==> src/rtl/be64_pkg.sv <==
// Shared types and helpers for the big-endian lane steering block.
// Assumes an 8-byte bus and 32-bit right-justified data for single-beat accesses.
package be64_pkg;

    typedef enum logic [1:0] {
        SZ_BYTE = 2'd0,
        SZ_WORD = 2'd1,
        SZ_LONG = 2'd2,
        SZ_LINE = 2'd3
    } acc_size_e;

    // True when the low address bits do not suit the access size.
    function automatic logic misaligned(input acc_size_e sz, input logic [2:0] off);
        case (sz)
            SZ_WORD: return off[0];
            SZ_LONG: return |off[1:0];
            SZ_LINE: return |off;
            default: return 1'b0;
        endcase
    endfunction

endpackage

==> src/rtl/be64_lane_map.sv <==
// Combinational lane steering for one beat.
// It places right-justified write data on big-endian lanes, builds the lane strobe
// and packs the read lanes back to right-justified form.
// Assumes the offset is aligned to the size (the top rejects anything else).
module be64_lane_map
    import be64_pkg::*;
#(
    parameter int LANES = 8
) (
    input  acc_size_e              size_i,
    input  logic [$clog2(LANES)-1:0] off_i,
    input  logic [31:0]            small_i,
    input  logic [8*LANES-1:0]     line_i,
    input  logic [8*LANES-1:0]     rdata_i,
    output logic [LANES-1:0]       strb_o,
    output logic [8*LANES-1:0]     wdata_o,
    output logic [8*LANES-1:0]     rpack_o
);
    localparam int DW    = 8 * LANES;
    localparam int OFF_W = $clog2(LANES);
    localparam int CW    = OFF_W + 1;

    logic [CW-1:0]    nbytes;
    logic [CW-1:0]    shift_lanes;
    logic [LANES-1:0] lane_mask;
    logic [DW-1:0]    bit_mask;
    logic [DW-1:0]    small_ext;

    // Number of lanes the access covers.
    always_comb begin
        case (size_i)
            SZ_BYTE: nbytes = CW'(1);
            SZ_WORD: nbytes = CW'(2);
            SZ_LONG: nbytes = CW'(4);
            default: nbytes = CW'(LANES);
        endcase
    end

    // Distance of the access's least significant lane from lane 0.
    always_comb begin
        shift_lanes = CW'(LANES) - CW'(off_i) - nbytes;
    end

    // Lane and bit masks of the right-justified data.
    always_comb begin
        lane_mask = {LANES{1'b1}} >> (CW'(LANES) - nbytes);
        for (int j = 0; j < LANES; j++) begin
            bit_mask[8*j +: 8] = {8{lane_mask[j]}};
        end
    end

    // Strobe and write lanes: the lowest address lands on the top lane.
    always_comb begin
        small_ext = DW'(small_i) & bit_mask;
        strb_o    = lane_mask << shift_lanes;
        if (size_i == SZ_LINE) begin
            wdata_o = line_i;
        end else begin
            wdata_o = small_ext << {shift_lanes, 3'b000};
        end
    end

    // Read packing: bring the active lanes down to bit 0.
    always_comb begin
        rpack_o = (rdata_i >> {shift_lanes, 3'b000}) & bit_mask;
    end

endmodule

==> src/rtl/be64_beat_seq.sv <==
// Beat sequencer: holds the current beat address, counts line beats,
// wraps the address within the line and pulses done after the last beat.
// Assumes start_i is raised only while active_o is low.
module be64_beat_seq #(
    parameter int AW         = 32,
    parameter int LINE_BEATS = 4
) (
    input  logic          clk,
    input  logic          rst_n,
    input  logic          start_i,
    input  logic [AW-1:0] start_addr_i,
    input  logic          start_line_i,
    input  logic          bus_ready_i,
    output logic          active_o,
    output logic [AW-1:0] beat_addr_o,
    output logic          last_o,
    output logic          done_o
);
    localparam int SLOT_W   = (LINE_BEATS > 1) ? $clog2(LINE_BEATS) : 1;
    localparam int LANE_LSB = 3;
    localparam int LINE_LSB = LANE_LSB + SLOT_W;

    logic              active_q;
    logic              line_q;
    logic [AW-1:0]     addr_q;
    logic [SLOT_W-1:0] cnt_q;
    logic              done_q;
    logic [AW-1:0]     next_addr;

    assign active_o    = active_q;
    assign beat_addr_o = addr_q;
    assign done_o      = done_q;
    assign last_o      = !line_q || (cnt_q == SLOT_W'(LINE_BEATS - 1));

    // Next beat address: step one slot, wrapping inside the line.
    always_comb begin
        next_addr = addr_q;
        next_addr[LINE_LSB-1:LANE_LSB] = addr_q[LINE_LSB-1:LANE_LSB] + SLOT_W'(1);
    end

    // Transaction state: start, advance on ready, finish after the last beat.
    always_ff @(posedge clk) begin
        if (!rst_n) begin
            active_q <= 1'b0;
            line_q   <= 1'b0;
            addr_q   <= '0;
            cnt_q    <= '0;
            done_q   <= 1'b0;
        end else begin
            done_q <= 1'b0;
            if (start_i) begin
                active_q <= 1'b1;
                line_q   <= start_line_i;
                addr_q   <= start_addr_i;
                cnt_q    <= '0;
            end else if (active_q && bus_ready_i) begin
                if (last_o) begin
                    active_q <= 1'b0;
                    done_q   <= 1'b1;
                end else begin
                    cnt_q  <= cnt_q + SLOT_W'(1);
                    addr_q <= next_addr;
                end
            end
        end
    end

    // A beat without ready stays on the bus unchanged.
    assert_stall_hold_R12: assert property (@(posedge clk) disable iff (!rst_n)
        active_q && !bus_ready_i |=> active_q && $stable(addr_q));

    // done only follows the ready edge of a final beat.
    assert_done_after_last_R4: assert property (@(posedge clk) disable iff (!rst_n)
        done_q |-> $past(active_q && bus_ready_i && last_o));

    // Consecutive beats of a line stay inside one line.
    assert_wrap_in_line_R6: assert property (@(posedge clk) disable iff (!rst_n)
        active_q && bus_ready_i && !last_o |=>
            active_q && (addr_q[AW-1:LINE_LSB] == $past(addr_q[AW-1:LINE_LSB])));

endmodule

==> src/rtl/be64_line_gather.sv <==
// Read data register: keeps the packed result of a single-beat read,
// or assembles a line from beats placed by their address slot.
// Assumes clear_i comes when a transaction starts, so bytes from an older read do not remain.
module be64_line_gather #(
    parameter int DW         = 64,
    parameter int LINE_BEATS = 4
) (
    input  logic                     clk,
    input  logic                     rst_n,
    input  logic                     clear_i,
    input  logic                     capture_i,
    input  logic                     line_i,
    input  logic [((LINE_BEATS > 1) ? $clog2(LINE_BEATS) : 1)-1:0] slot_i,
    input  logic [DW-1:0]            rdata_i,
    input  logic [DW-1:0]            rpack_i,
    output logic [DW*LINE_BEATS-1:0] rdata_o
);
    localparam int LW = DW * LINE_BEATS;

    logic [LW-1:0] rdata_q;

    assign rdata_o = rdata_q;

    // Store the read beat: a line slice at its slot, or the packed value.
    always_ff @(posedge clk) begin
        if (!rst_n) begin
            rdata_q <= '0;
        end else if (clear_i) begin
            rdata_q <= '0;
        end else if (capture_i) begin
            if (line_i) begin
                rdata_q[int'(slot_i)*DW +: DW] <= rdata_i;
            end else begin
                rdata_q <= LW'(rpack_i);
            end
        end
    end

endmodule

==> src/rtl/be64_lane_steer.sv <==
// Top of the big-endian 64-bit lane steering block.
// It takes one request at a time, rejects misaligned ones, sequences the beats
// and joins the lane map, the beat sequencer and the read register.
// Assumes a 64-bit bus; LINE_BEATS sets the line length in 8-byte beats.
module be64_lane_steer
    import be64_pkg::*;
#(
    parameter int AW         = 32,
    parameter int LINE_BEATS = 4
) (
    input  logic                       clk,
    input  logic                       rst_n,
    input  logic                       req_valid,
    output logic                       req_ready,
    input  logic                       req_write,
    input  logic [1:0]                 req_size,
    input  logic [AW-1:0]              req_addr,
    input  logic [64*LINE_BEATS-1:0]   req_wdata,
    output logic                       bus_active,
    output logic [AW-1:0]              bus_addr,
    output logic [7:0]                 bus_strb,
    output logic [63:0]                bus_wdata,
    input  logic                       bus_ready,
    input  logic [63:0]                bus_rdata,
    output logic                       done,
    output logic                       err,
    output logic [64*LINE_BEATS-1:0]   rdata
);
    localparam int LANES    = 8;
    localparam int DW       = 8 * LANES;
    localparam int LW       = DW * LINE_BEATS;
    localparam int SLOT_W   = (LINE_BEATS > 1) ? $clog2(LINE_BEATS) : 1;
    localparam int LINE_LSB = 3 + SLOT_W;

    acc_size_e         size_in;
    acc_size_e         size_q;
    logic              write_q;
    logic [LW-1:0]     wdata_q;
    logic              err_q;
    logic              accept;
    logic              bad;
    logic              start;
    logic              seq_active;
    logic              seq_last;
    logic              seq_done;
    logic [AW-1:0]     beat_addr;
    logic [SLOT_W-1:0] slot;
    logic [DW-1:0]     line_slice;
    logic [LANES-1:0]  map_strb;
    logic [DW-1:0]     map_wdata;
    logic [DW-1:0]     map_rpack;

    // Request decode: accept only while idle, and screen alignment.
    always_comb begin
        size_in = acc_size_e'(req_size);
        accept  = req_valid && !seq_active;
        bad     = misaligned(size_in, req_addr[2:0]);
        start   = accept && !bad;
    end

    // Latch the request attributes for the duration of the transaction.
    always_ff @(posedge clk) begin
        if (!rst_n) begin
            size_q  <= SZ_BYTE;
            write_q <= 1'b0;
            wdata_q <= '0;
        end else if (start) begin
            size_q  <= size_in;
            write_q <= req_write;
            wdata_q <= req_wdata;
        end
    end

    // One-cycle error pulse for a rejected request.
    always_ff @(posedge clk) begin
        if (!rst_n) begin
            err_q <= 1'b0;
        end else begin
            err_q <= accept && bad;
        end
    end

    be64_beat_seq #(
        .AW         (AW),
        .LINE_BEATS (LINE_BEATS)
    ) u_seq (
        .clk          (clk),
        .rst_n        (rst_n),
        .start_i      (start),
        .start_addr_i (req_addr),
        .start_line_i (size_in == SZ_LINE),
        .bus_ready_i  (bus_ready),
        .active_o     (seq_active),
        .beat_addr_o  (beat_addr),
        .last_o       (seq_last),
        .done_o       (seq_done)
    );

    // Slice of the write line that belongs to the current beat address.
    always_comb begin
        slot       = beat_addr[LINE_LSB-1:3];
        line_slice = wdata_q[int'(slot)*DW +: DW];
    end

    be64_lane_map #(
        .LANES (LANES)
    ) u_map (
        .size_i  (size_q),
        .off_i   (beat_addr[2:0]),
        .small_i (wdata_q[31:0]),
        .line_i  (line_slice),
        .rdata_i (bus_rdata),
        .strb_o  (map_strb),
        .wdata_o (map_wdata),
        .rpack_o (map_rpack)
    );

    be64_line_gather #(
        .DW         (DW),
        .LINE_BEATS (LINE_BEATS)
    ) u_gather (
        .clk       (clk),
        .rst_n     (rst_n),
        .clear_i   (start),
        .capture_i (seq_active && bus_ready && !write_q),
        .line_i    (size_q == SZ_LINE),
        .slot_i    (slot),
        .rdata_i   (bus_rdata),
        .rpack_i   (map_rpack),
        .rdata_o   (rdata)
    );

    // Bus-side outputs, quiet while idle.
    always_comb begin
        req_ready  = !seq_active;
        bus_active = seq_active;
        bus_addr   = beat_addr;
        bus_strb   = seq_active ? map_strb : '0;
        bus_wdata  = (seq_active && write_q) ? map_wdata : '0;
        done       = seq_done;
        err        = err_q;
    end

    // A rejected request never puts a beat on the bus.
    assert_err_no_beat_R9: assert property (@(posedge clk) disable iff (!rst_n)
        err |-> !bus_active);

    // Byte beats drive exactly one lane.
    assert_byte_one_lane_R1: assert property (@(posedge clk) disable iff (!rst_n)
        bus_active && size_q == SZ_BYTE |-> $countones(bus_strb) == 1);

    // Word beats drive two lanes, longword beats four.
    assert_word_long_lanes_R3: assert property (@(posedge clk) disable iff (!rst_n)
        bus_active && size_q != SZ_BYTE && size_q != SZ_LINE |->
            $countones(bus_strb) == ((size_q == SZ_WORD) ? 2 : 4));

    // Line beats drive every lane.
    assert_line_all_lanes_R5: assert property (@(posedge clk) disable iff (!rst_n)
        bus_active && size_q == SZ_LINE |-> bus_strb == 8'hFF);

    // A new transaction cannot begin while one is running.
    assert_no_restart_R10: assert property (@(posedge clk) disable iff (!rst_n)
        bus_active && !(bus_ready && seq_last) |=> bus_active && $stable(size_q));

endmodule

==> config.mk <==
export PLATFORM = sky130hd
export DESIGN_NAME = be64_lane_steer
export DESIGN_NICKNAME = d
export VERILOG_FILES = /design/src/rtl/be64_pkg.sv /design/src/rtl/be64_lane_map.sv /design/src/rtl/be64_beat_seq.sv /design/src/rtl/be64_line_gather.sv /design/src/rtl/be64_lane_steer.sv
export SDC_FILE = /design/constraint.sdc
export NUM_CORES = 1
export LEC_CHECK = 0
export ABC_AREA = 1
export BUFFER_PORTS_ARGS = -buffer_cell sky130_fd_sc_hd__buf_2
export CAP_MARGIN = 20
export CORE_AREA = 2 2 284 286
export DETAILED_ROUTE_END_ITERATION = 6
export DIE_AREA = 0 0 286 288
export GPL_ROUTABILITY_DRIVEN = 0
export MAX_ROUTING_LAYER = met4
export PLACE_DENSITY_LB_ADDON = 0.12
export SKIP_CTS_REPAIR_TIMING = 1
export SYNTH_ARGS = -nofsm -noshare
export SYNTH_HDL_FRONTEND = slang
export SYNTH_SLANG_ARGS = --single-unit
==> constraint.sdc <==
create_clock -name clk -period 3.4 [get_ports clk]
set_input_delay 0.34 -clock clk [delete_from_list [all_inputs] [get_ports clk]]
set_output_delay 0.34 -clock clk [all_outputs]
set_load 0.05 [all_outputs]
* After elaboration in Yosys (flattened, before gate mapping)
Index checks and enable logic that the tools add are counted.
Cells by class: shift-type cells 7, mux-type cells 14, equality and inequality tests 8, bitwise logic cells 5, add/subtract/negate cells 6, reduce and logical (&&, ||, !) cells 21
Operators with widths (number):
- 256-bit bitwise mux | 1
- 256-bit 2-to-1 mux | 1
- 64-bit by 33-bit variable shift with 256-bit output (first input constant) | 1
- 256-bit by 9-bit indexed part select with 64-bit output | 1
- 64-bit by 33-bit indexed part select with 256-bit output | 1
- 64-bit 2-to-1 mux | 2
- 32-bit by 64-bit bitwise AND with 64-bit output | 1
- 64-bit bitwise AND | 1
- 32-bit 2-to-1 mux | 2
- 64-bit by 7-bit left shift with 64-bit output | 1
- 64-bit by 7-bit right shift with 64-bit output | 1
- 8-bit negation with 33-bit output | 1
- 4-bit case mux with 3 select lines | 1
- 2-bit == test (second input constant) | 5
- 8-bit 2-to-1 mux | 1
- 8-bit by 4-bit left shift with 8-bit output | 1
- 8-bit by 4-bit right shift with 8-bit output (first input constant) | 1
- 1-bit logical AND | 6
- 2-bit AND reduction | 3
- 3-bit OR reduction | 2
- 5-bit 2-to-1 mux | 1
- 2-bit by 1-bit adder with 2-bit output (second input constant) | 2
- 2-bit by 1-bit == test with 1-bit output (second input constant) | 2
- 1-bit logical NOT | 4
- 11 further kinds | 18
Storage, ports and cells: bits in registers 553, input port bits 359, output and inout port bits 364, word-level logic and storage cells 72

* Logic depth before layout (Yosys ltp)
Gate-level depths: netlist (run 1).
word-level depth 8, depth in mapped cells 18, depth with buffers taken out 16

* Hierarchy
Synthesis (run 1) repeated with hierarchy kept, for this count alone.
Unflattened totals: cell total of the unflattened synthesis 5565, area total of the unflattened synthesis 32322.2 um^2
By module, submodules not included:
- be64_lane_steer | area each 15616.2 um^2, seq. area each 5205.0 um^2, cells an instance 2749, times used 1
- be64_line_gather | area each 11195.7 um^2, seq. area each 5124.9 um^2, cells an instance 1698, times used 1
- be64_lane_map | area each 4140.2 um^2, seq. area each 0.0 um^2, cells an instance 941, times used 1
- be64_beat_seq | area each 1370.1 um^2, seq. area each 740.7 um^2, cells an instance 177, times used 1

* Worst setup path before layout (run 1)
Ideal clock, no wire load.
path type reg2out, from register size_q[1], to output port bus_strb[1], stages on the path, launching flop included 16, path buffers 2, required time 3.060 ns, path slack -0.983 ns, arrival time 4.043 ns, cells stage by stage dfxtp_1 > clkbuf_1 > clkbuf_1 > nor2_1 > ha_1 > inv_1 > ha_1 > inv_1 > fa_1 > inv_1 > nand2_1 > nand2_1 > nand2_1 > nand2_1 > nand2_2 > nor4_1
On the way: cells in the longest elaborated chain, start to end 6, elaborated cells between the ends (all ways) 9, those cells by class add/sub (2); eq/ne (2); shift (2); mux (2); reduce/logical (1)
Ends and longest elaborated chain:
- start, declared | line be64_lane_steer.sv:36 | acc_size_e size_q;
- start signal, assigned | line be64_lane_steer.sv:68 | size_q <= size_in;
- 2-bit == test (tied with other cells) | line be64_lane_map.sv:31 | case (size_i)
- 4-bit case mux with 3 select lines * | line be64_lane_map.sv:31
- 4-bit subtractor | line be64_lane_map.sv:46 | lane_mask = {LANES{1'b1}} >> (CW'(LANES) - nbytes);
- 8-bit by 4-bit right shift with 8-bit output | line be64_lane_map.sv:46
- 8-bit by 4-bit left shift with 8-bit output * | line be64_lane_map.sv:55 | strb_o = lane_mask << shift_lanes;
- 8-bit 2-to-1 mux * | line be64_lane_steer.sv:138 | bus_strb = seq_active ? map_strb : '0;
- end, declared | line be64_lane_steer.sv:21 | output logic [7:0] bus_strb,
Mark *: on every way between the ends. The rest lies on a longest branch, timed or not.

* Worst setup path in the final report (run 1)
from register size_q[0], to output port bus_wdata[42]
On the way: cells in the longest elaborated chain, start to end 8, elaborated cells between the ends (all ways) 12, those cells by class add/sub (2); eq/ne (3); shift (2); mux (3); bitwise (1); reduce/logical (1)
Ends and longest elaborated chain:
- 2-bit == test (tied with other cells) | line be64_lane_map.sv:31
- 4-bit case mux with 3 select lines | line be64_lane_map.sv:31
- 4-bit subtractor | line be64_lane_map.sv:46
- 8-bit by 4-bit right shift with 8-bit output | line be64_lane_map.sv:46
- 32-bit by 64-bit bitwise AND with 64-bit output | line be64_lane_map.sv:54 | small_ext = DW'(small_i) & bit_mask;
- 64-bit by 7-bit left shift with 64-bit output | line be64_lane_map.sv:59 | wdata_o = small_ext << {shift_lanes, 3'b000};
- 64-bit 2-to-1 mux * | line be64_lane_map.sv:56 | if (size_i == SZ_LINE) begin
- 64-bit 2-to-1 mux * | line be64_lane_steer.sv:139 | bus_wdata = (seq_active && write_q) ? map_wdata : '0;
- end, declared | line be64_lane_steer.sv:22 | output logic [63:0] bus_wdata,
Marked as above.

==> flow_summary.yaml, run 1 <==
run_status:
  status: "complete, but fails checks"
  violations: "negative hold slack, negative setup slack"
layout:
  stdcell_area_mm2: 0.0373
  syn2layout_area_growth_pct: 41.2
  fin_cells: 5994
  regArea_mm2: 0.0111
  fillers: 8486
  postLayoutCoreUtil_pct: 46.9
  layout-drive-gt1-share_pct: 23.3
  nets: 5242
  multiInputGateArea_mm2: 0.0143
routing:
  vias_per_cell: 5.19
  vias: 31100
  dr.first_iter.drc_count: 2806
  routed_wl_um: 131000
  ant_nets: 0
  routedWlPerCell_um: 21.8
  dr.pass1.iters: 5
  drcViolationCount: 0
clocking:
  clk_latency_ns: 0.62
  cts_tree: "done"
  clockBufferDepth: 3
  clkTransAtPathRegs_ns: 0.06
  cts_max_level: 3
  root_buffer: "clkbuf_16"
  cts_buffers: 67
  clock_sinks: 553
floorplanning:
  pin_count: 723
  coreArea_mm2: 0.0796
  start_util_pct: 33.2
  dieArea_mm2: 0.0824
  die_w_um: 286
  die_h_um: 288
  rows: 104
synth:
  synthArstFlopShare_pct: 0
  yosys.area.top_type: "dfxtp_1"
  yosysWarnings: 0
  synth_most_common_cell: "nand2_1"
  seq_area_frac_synth_pct: 41.9
  syn_area_mm2: 0.0264
  synth_edf_count: 0
  syn_area_per_cell_um2: 6.46
  postSynthCellCount: 4091
  yosysUniqueCellTypes: 33
  ys.flop_type: "dfxtp_1"
  synth.top_cell.area_share_pct: 41.9
  synth_nets: 4460
  ys_seq_elements: 553
  synth_common_cells: "1673 x nand2_1, 656 x a21oi_1, 553 x dfxtp_1"
  netlist_top_cells_area: "dfxtp_1 42%, nand2_1 24%, a21oi_1 12%, nand3_1 6.4%, o21ai_0 2.3%"
place:
  pre_cts_ws_ns: 0.0669
  dpl.hpwl_um: 92000
  io_buffers: 722
  dpl.cell_count: 5650
  place_area_mm2: 0.0322
critical_path:
  crit_type: "register to output port"
  crit_arrival_ns: 3.22
  worstSetupEndpointType: "output port"
  path_cells: "inv_4 > nor2_2 > ha_1 > inv_1 > ha_2 > inv_2 > fa_2 > buf_12 > buf_12 > nor2_4 > buf_12 > buf_12 > nand2_1 > nand3_2 > nand2_2 > inv_2 > buf_12"
  cp-start-kind: "register"
  cp_max_fo: 6
  slowest_stage: "fa_2"
  crit_top_cell: "buf_12"
  cp_slowest_stage_delay_ns: 0.59
  required_ns: 3.06
global_route:
  grt_use_total_pct: 30.6
  grt_pass1_wl_um: 184000
  grt_pass1_vias: 27500
  grt_start_max_net_pins: 213
  grt_overflow: 0
  grt_antenna_before_repair: 9
timing:
  hold_viol: 40
  maxSlewHeadroom_pct: 29.8
  finalCritPeriodShare_pct: 105
  setup_viol: 68
  rsz0062_at_grt: "true"
  worst_pin_slew_ns: 1.05
  timing.hold.ws_ns: -0.0366
  fin_tns_setup_ns: -6.73
  final.setup_skew_ns: 0.0218
  setup_slack_ns: -0.165
  fmax_ghz: 0.281
  drv_slew: 0
  post-route-min-period_ns: 3.56
power_and_ir_drop:
  ir_drop_mv: 0.304
  leakage_nw: 15.7
  power.density_mw_per_mm2: 482
hold_path:
  hold_class: "input port to register"
run:
  drv_cap: 0
## layer usage
| metal | GRT usage, % | wire (um) | vias up |
|---|---|---|---|
| met5 | - | 0 | - |
| met4 | 10.8 | 4610 | 0 |
| met3 | 5.28 | 9530 | 215 |
| met2 | 50.0 | 63000 | 1321 |
| met1 | 37.8 | 53700 | 14700 |
| li1 | - | - | 14800 |
## sequential cells by signal (all words and copies together) (netlist names)
| register | flops |
|---|---|
| u_gather.rdata_o | 256 |
| wdata_q | 256 |
| u_seq.beat_addr_o | 32 |
| size_q | 2 |
| u_seq.cnt_q | 2 |
| err | 1 |
| u_seq.active_o | 1 |
| u_seq.done_o | 1 |
| u_seq.line_q | 1 |
| write_q | 1 |
## layout by cell type, fill, tap and decap left out, types with 4 or more instances in the layout
cell type      instances
a31oi_1               14
buf_12                69
nor3_4                 5
nor2_1               105
dlygate4sd3_1        196
nand2_1             1629
nand2_2               33
a21oi_4               31
clkinv_2              10
a21oi_1              602
clkbuf_16             76
and2_1                 5
nor2_4                 7
buf_6                 29
nand2_4               14
inv_2                 18
buf_2                650
nand3_4                4
inv_1                124
o21ai_1               17
diode_2               12
nand3_1              330
o211ai_1               8
clkbuf_8              15
ha_1                   7
o21ai_0              114
or2_2                 31
clkbuf_1              11
nor3_1                10
nand4_1               48
buf_8                  4
bufinv_16              5
nor2_2                 5
clkinvlp_4             4
a21oi_2               23
buf_4                 85
nand3_2                4
dfxtp_1              549
## area by class of cell
cell class                      instances  share of cell area (%)
Clock buffer                           96                    5.35
Inverter                              149                    1.58
Sequential cell                       553                    29.7
Multi-Input combinational cell       3063                    38.2
Clock inverter                         22                   0.771
Antenna cell                           12                  0.0804
Timing Repair Buffer                 1039                    20.8
Tap cell                             1060                    3.55
## worst max-delay path: cells and delay by family (launching register included)
kind                     cells  cell delay (ns)
AND/OR/NAND/NOR              5             0.36
adder cells (fa/ha/maj)      3             1.03
buffers and inverters        9             0.88
flip-flops                   1             0.33
## cell families (layout without fill, tap and decap cells)
logic type      count (synthesis)  in the layout  share of synthesized area, %
xor+xnor                        2              2                        0.0663
fa+ha+maj                      10             10                         0.502
flops                         553            553                          41.9
compound gates                816            816                          15.6
buf+inv                       475           1306                          7.46
other cells                     0             12                             0
simple gates                 2235           2235                          34.5
## report_power, final
| group | switching, mW | total, mW | internal, mW |
|---|---|---|---|
| combinational | 2.42 | 3.62 | 1.20 |
| clock | 3.06 | 7.55 | 4.49 |
| sequential | 0.155 | 6.83 | 6.68 |
## stage by stage
stage	power, mW	hold slack (ns)
3_3_place_gp	10.0	0.447
4_1_cts	17.6	-0.0737
2_1_floorplan	8.76	0.441
3_5_place_dp	10.0	0.449
6_report	18.0	-0.0366
5_1_grt	18.6	-0.00268
## path summary, 6_finish.rpt
check	from	to	slack, ns	cells after the start
max	size_q[0]	bus_wdata[42]	-0.16	17
min	req_wdata[208]	wdata_q[208]	-0.04	3
max reg2reg	size_q[0]	u_gather.rdata_o[22]	0.40	14
min reg2reg	u_gather.rdata_o[93]	u_gather.rdata_o[93]	0.46	2
Power figures use the tool's default switching activity.
==> inputs of run 2 (changes only) <==
==> constraint.sdc (replaced) <==
create_clock -name clk -period 3.2 [get_ports clk]
set_input_delay 0.32 -clock clk [delete_from_list [all_inputs] [get_ports clk]]
set_output_delay 0.32 -clock clk [all_outputs]
set_load 0.05 [all_outputs]
==> run 2 against run 1 <==
- the run still ends with negative hold slack, negative setup slack left
- clock skew decreased by 0.0041 ns
- sequential cell count did not move
- sequential power up 6.1%
- worst hold slack better by 0.0080 ns
- first-iteration DRC count increased by 2.4%
- register-to-register slack got worse by 0.16 ns
- highest routed layer unchanged
==> flow_summary.yaml, run 2 (synthesis results as in run 1) <==
run_status:
  status: "complete, but fails checks"
  violations: "negative hold slack, negative setup slack"
floorplanning:
  dieArea_mm2: 0.0824
  start_util_pct: 33.2
  pin_count: 723
  die_h_um: 288
  die_w_um: 286
  rows: 104
  coreArea_mm2: 0.0796
critical_path:
  cp_slowest_stage_delay_ns: 0.51
  cp-start-kind: "register"
  crit_arrival_ns: 3.13
  slowest_stage: "fa_2"
  crit_type: "register to output port"
  worstSetupEndpointType: "output port"
  required_ns: 2.88
  path_cells: "inv_4 > nor2_2 > ha_1 > inv_2 > ha_4 > inv_2 > fa_2 > buf_4 > nor2_4 > buf_12 > clkbuf_16 > nand2_4 > a21oi_4 > buf_12"
  cp_max_fo: 6
timing:
  hold_viol: 5
  setup_slack_ns: -0.251
  fmax_ghz: 0.290
  drv_slew: 0
  final.setup_skew_ns: 0.0178
  finalCritPeriodShare_pct: 108
  rsz0062_at_grt: "true"
  setup_viol: 72
  timing.hold.ws_ns: -0.0286
  post-route-min-period_ns: 3.45
  worst_pin_slew_ns: 1.04
  maxSlewHeadroom_pct: 30.4
clocking:
  cts_buffers: 67
  clock_sinks: 553
  cts_tree: "done"
  cts_max_level: 3
  clockBufferDepth: 3
  clk_latency_ns: 0.62
  clkTransAtPathRegs_ns: 0.06
  root_buffer: "clkbuf_16"
place:
  pre_cts_ws_ns: 0.180
  io_buffers: 722
  dpl.hpwl_um: 91700
layout:
  syn2layout_area_growth_pct: 44.2
  final_common_cell: "nand2_1"
  postLayoutCoreUtil_pct: 47.9
  layout-drive-gt1-share_pct: 23.7
  nets: 5301
  final_cell_mix: "1619 x nand2_1, 650 x buf_2, 597 x a21oi_1"
  fillers: 8427
power_and_ir_drop:
  clkPwrFrac_pct: 41.9
  power.switching_mw: 6.09
  power.density_mw_per_mm2: 505
  pwr-share-seq_pct: 37.7
  ir_drop_mv: 0.324
  combinationalPowerShare_pct: 20.4
  p_sw_share_pct: 31.6
  leakage_nw: 16.1
  internal-power_mw: 13.2
global_route:
  grt_antenna_before_repair: 16
  grt_overflow: 0
  grt_pass1_vias: 27300
  grt_use_total_pct: 30.5
  grt_start_max_net_pins: 210
  grt_pass1_wl_um: 183000
routing:
  ant_nets: 0
  drcViolationCount: 0
  routed_wl_um: 132000
  dr.first_iter.drc_count: 2873
  vias: 31100
  dr.pass1.iters: 6
  vias_per_cell: 5.14
  routedWlPerCell_um: 21.7
run:
  drv_cap: 0
hold_path:
  hold_class: "input port to register"
-- run 2: changes by cell type in the layout (fill, tap and decap cells not counted), moves of 4 or more --
cell	change
a21oi_1	-5
a21oi_4	+6
and2_1	-5
and2_4	+5
buf_6	-4
buf_8	+4
diode_2	+4
dlygate4sd3_1	+63
nand2_1	-10
nand2_4	+6
nand3_2	+5
o21ai_0	-4
o21ai_2	+6
-- run 2: worst paths after layout --
kind / slack (ns) / start / endpoint / cells after the start
max: -0.25 / size_q[0] / bus_wdata[59] / 14
min: -0.03 / req_wdata[221] / wdata_q[221] / 3
max reg2reg: 0.24 / u_seq.active_o / u_gather.rdata_o[253] / 8
min reg2reg: 0.46 / u_gather.rdata_o[90] / u_gather.rdata_o[90] / 2
-- run 2: metal layers --
| metal | vias to the layer above | share of wire, % | track usage, % |
|---|---|---|---|
| li1 | 15000 | - | - |
| met1 | 14700 | 41 | 37.8 |
| met2 | 1200 | 47 | 48.8 |
| met3 | 258 | 7.0 | 5.69 |
| met4 | 0 | 4.2 | 12.3 |
| met5 | - | 0 | - |
-- run 2: per-stage QoR --
| step | TNS (ns) | cell area, um2 | std cells | total power, mW |
|---|---|---|---|---|
| final | -12.57 | 38100 | 6061 | 19.3 |
| after global routing | -18.56 | 38100 | 6061 | 19.9 |
| after CTS | -26.53 | 34600 | 5775 | 18.7 |
| after detailed placement | 0 | 32300 | 5653 | 10.7 |
| after global placement | 0 | 32300 | 5653 | 10.7 |
| after floorplan | 0 | 26900 | 4091 | 9.32 |
-- run 2: power groups by stage --
stage                     logic, mW  registers, mW  clock network, mW
after global routing           4.20           7.26               8.45
final                          3.94           7.25               8.07
after floorplan                1.84           7.48                  0
after CTS                      3.32           7.24               8.19
after detailed placement       3.31           7.39                  0
after global placement         3.31           7.39                  0
-- run 2: cell type report --
class	instances	area, um2	share of cell area, %
clock inverter	24	280	0.735
antenna	16	40.0	0.105
tap	1060	1330	3.48
sequential	553	11100	29.1
clock buffer	98	2030	5.32
multi-input combinational	3063	14400	37.8
timing repair buffer	1098	8350	21.9
inverter	149	596	1.56
-- run 2: critical path, delay by kind of cell (launching register included) --
| kind | cells | cell delay, ns |
|---|---|---|
| fa+ha+maj | 3 | 0.92 |
| buf+inv | 7 | 0.82 |
| flops | 1 | 0.33 |
| simple gates | 3 | 0.24 |
| compound gates | 1 | 0.21 |
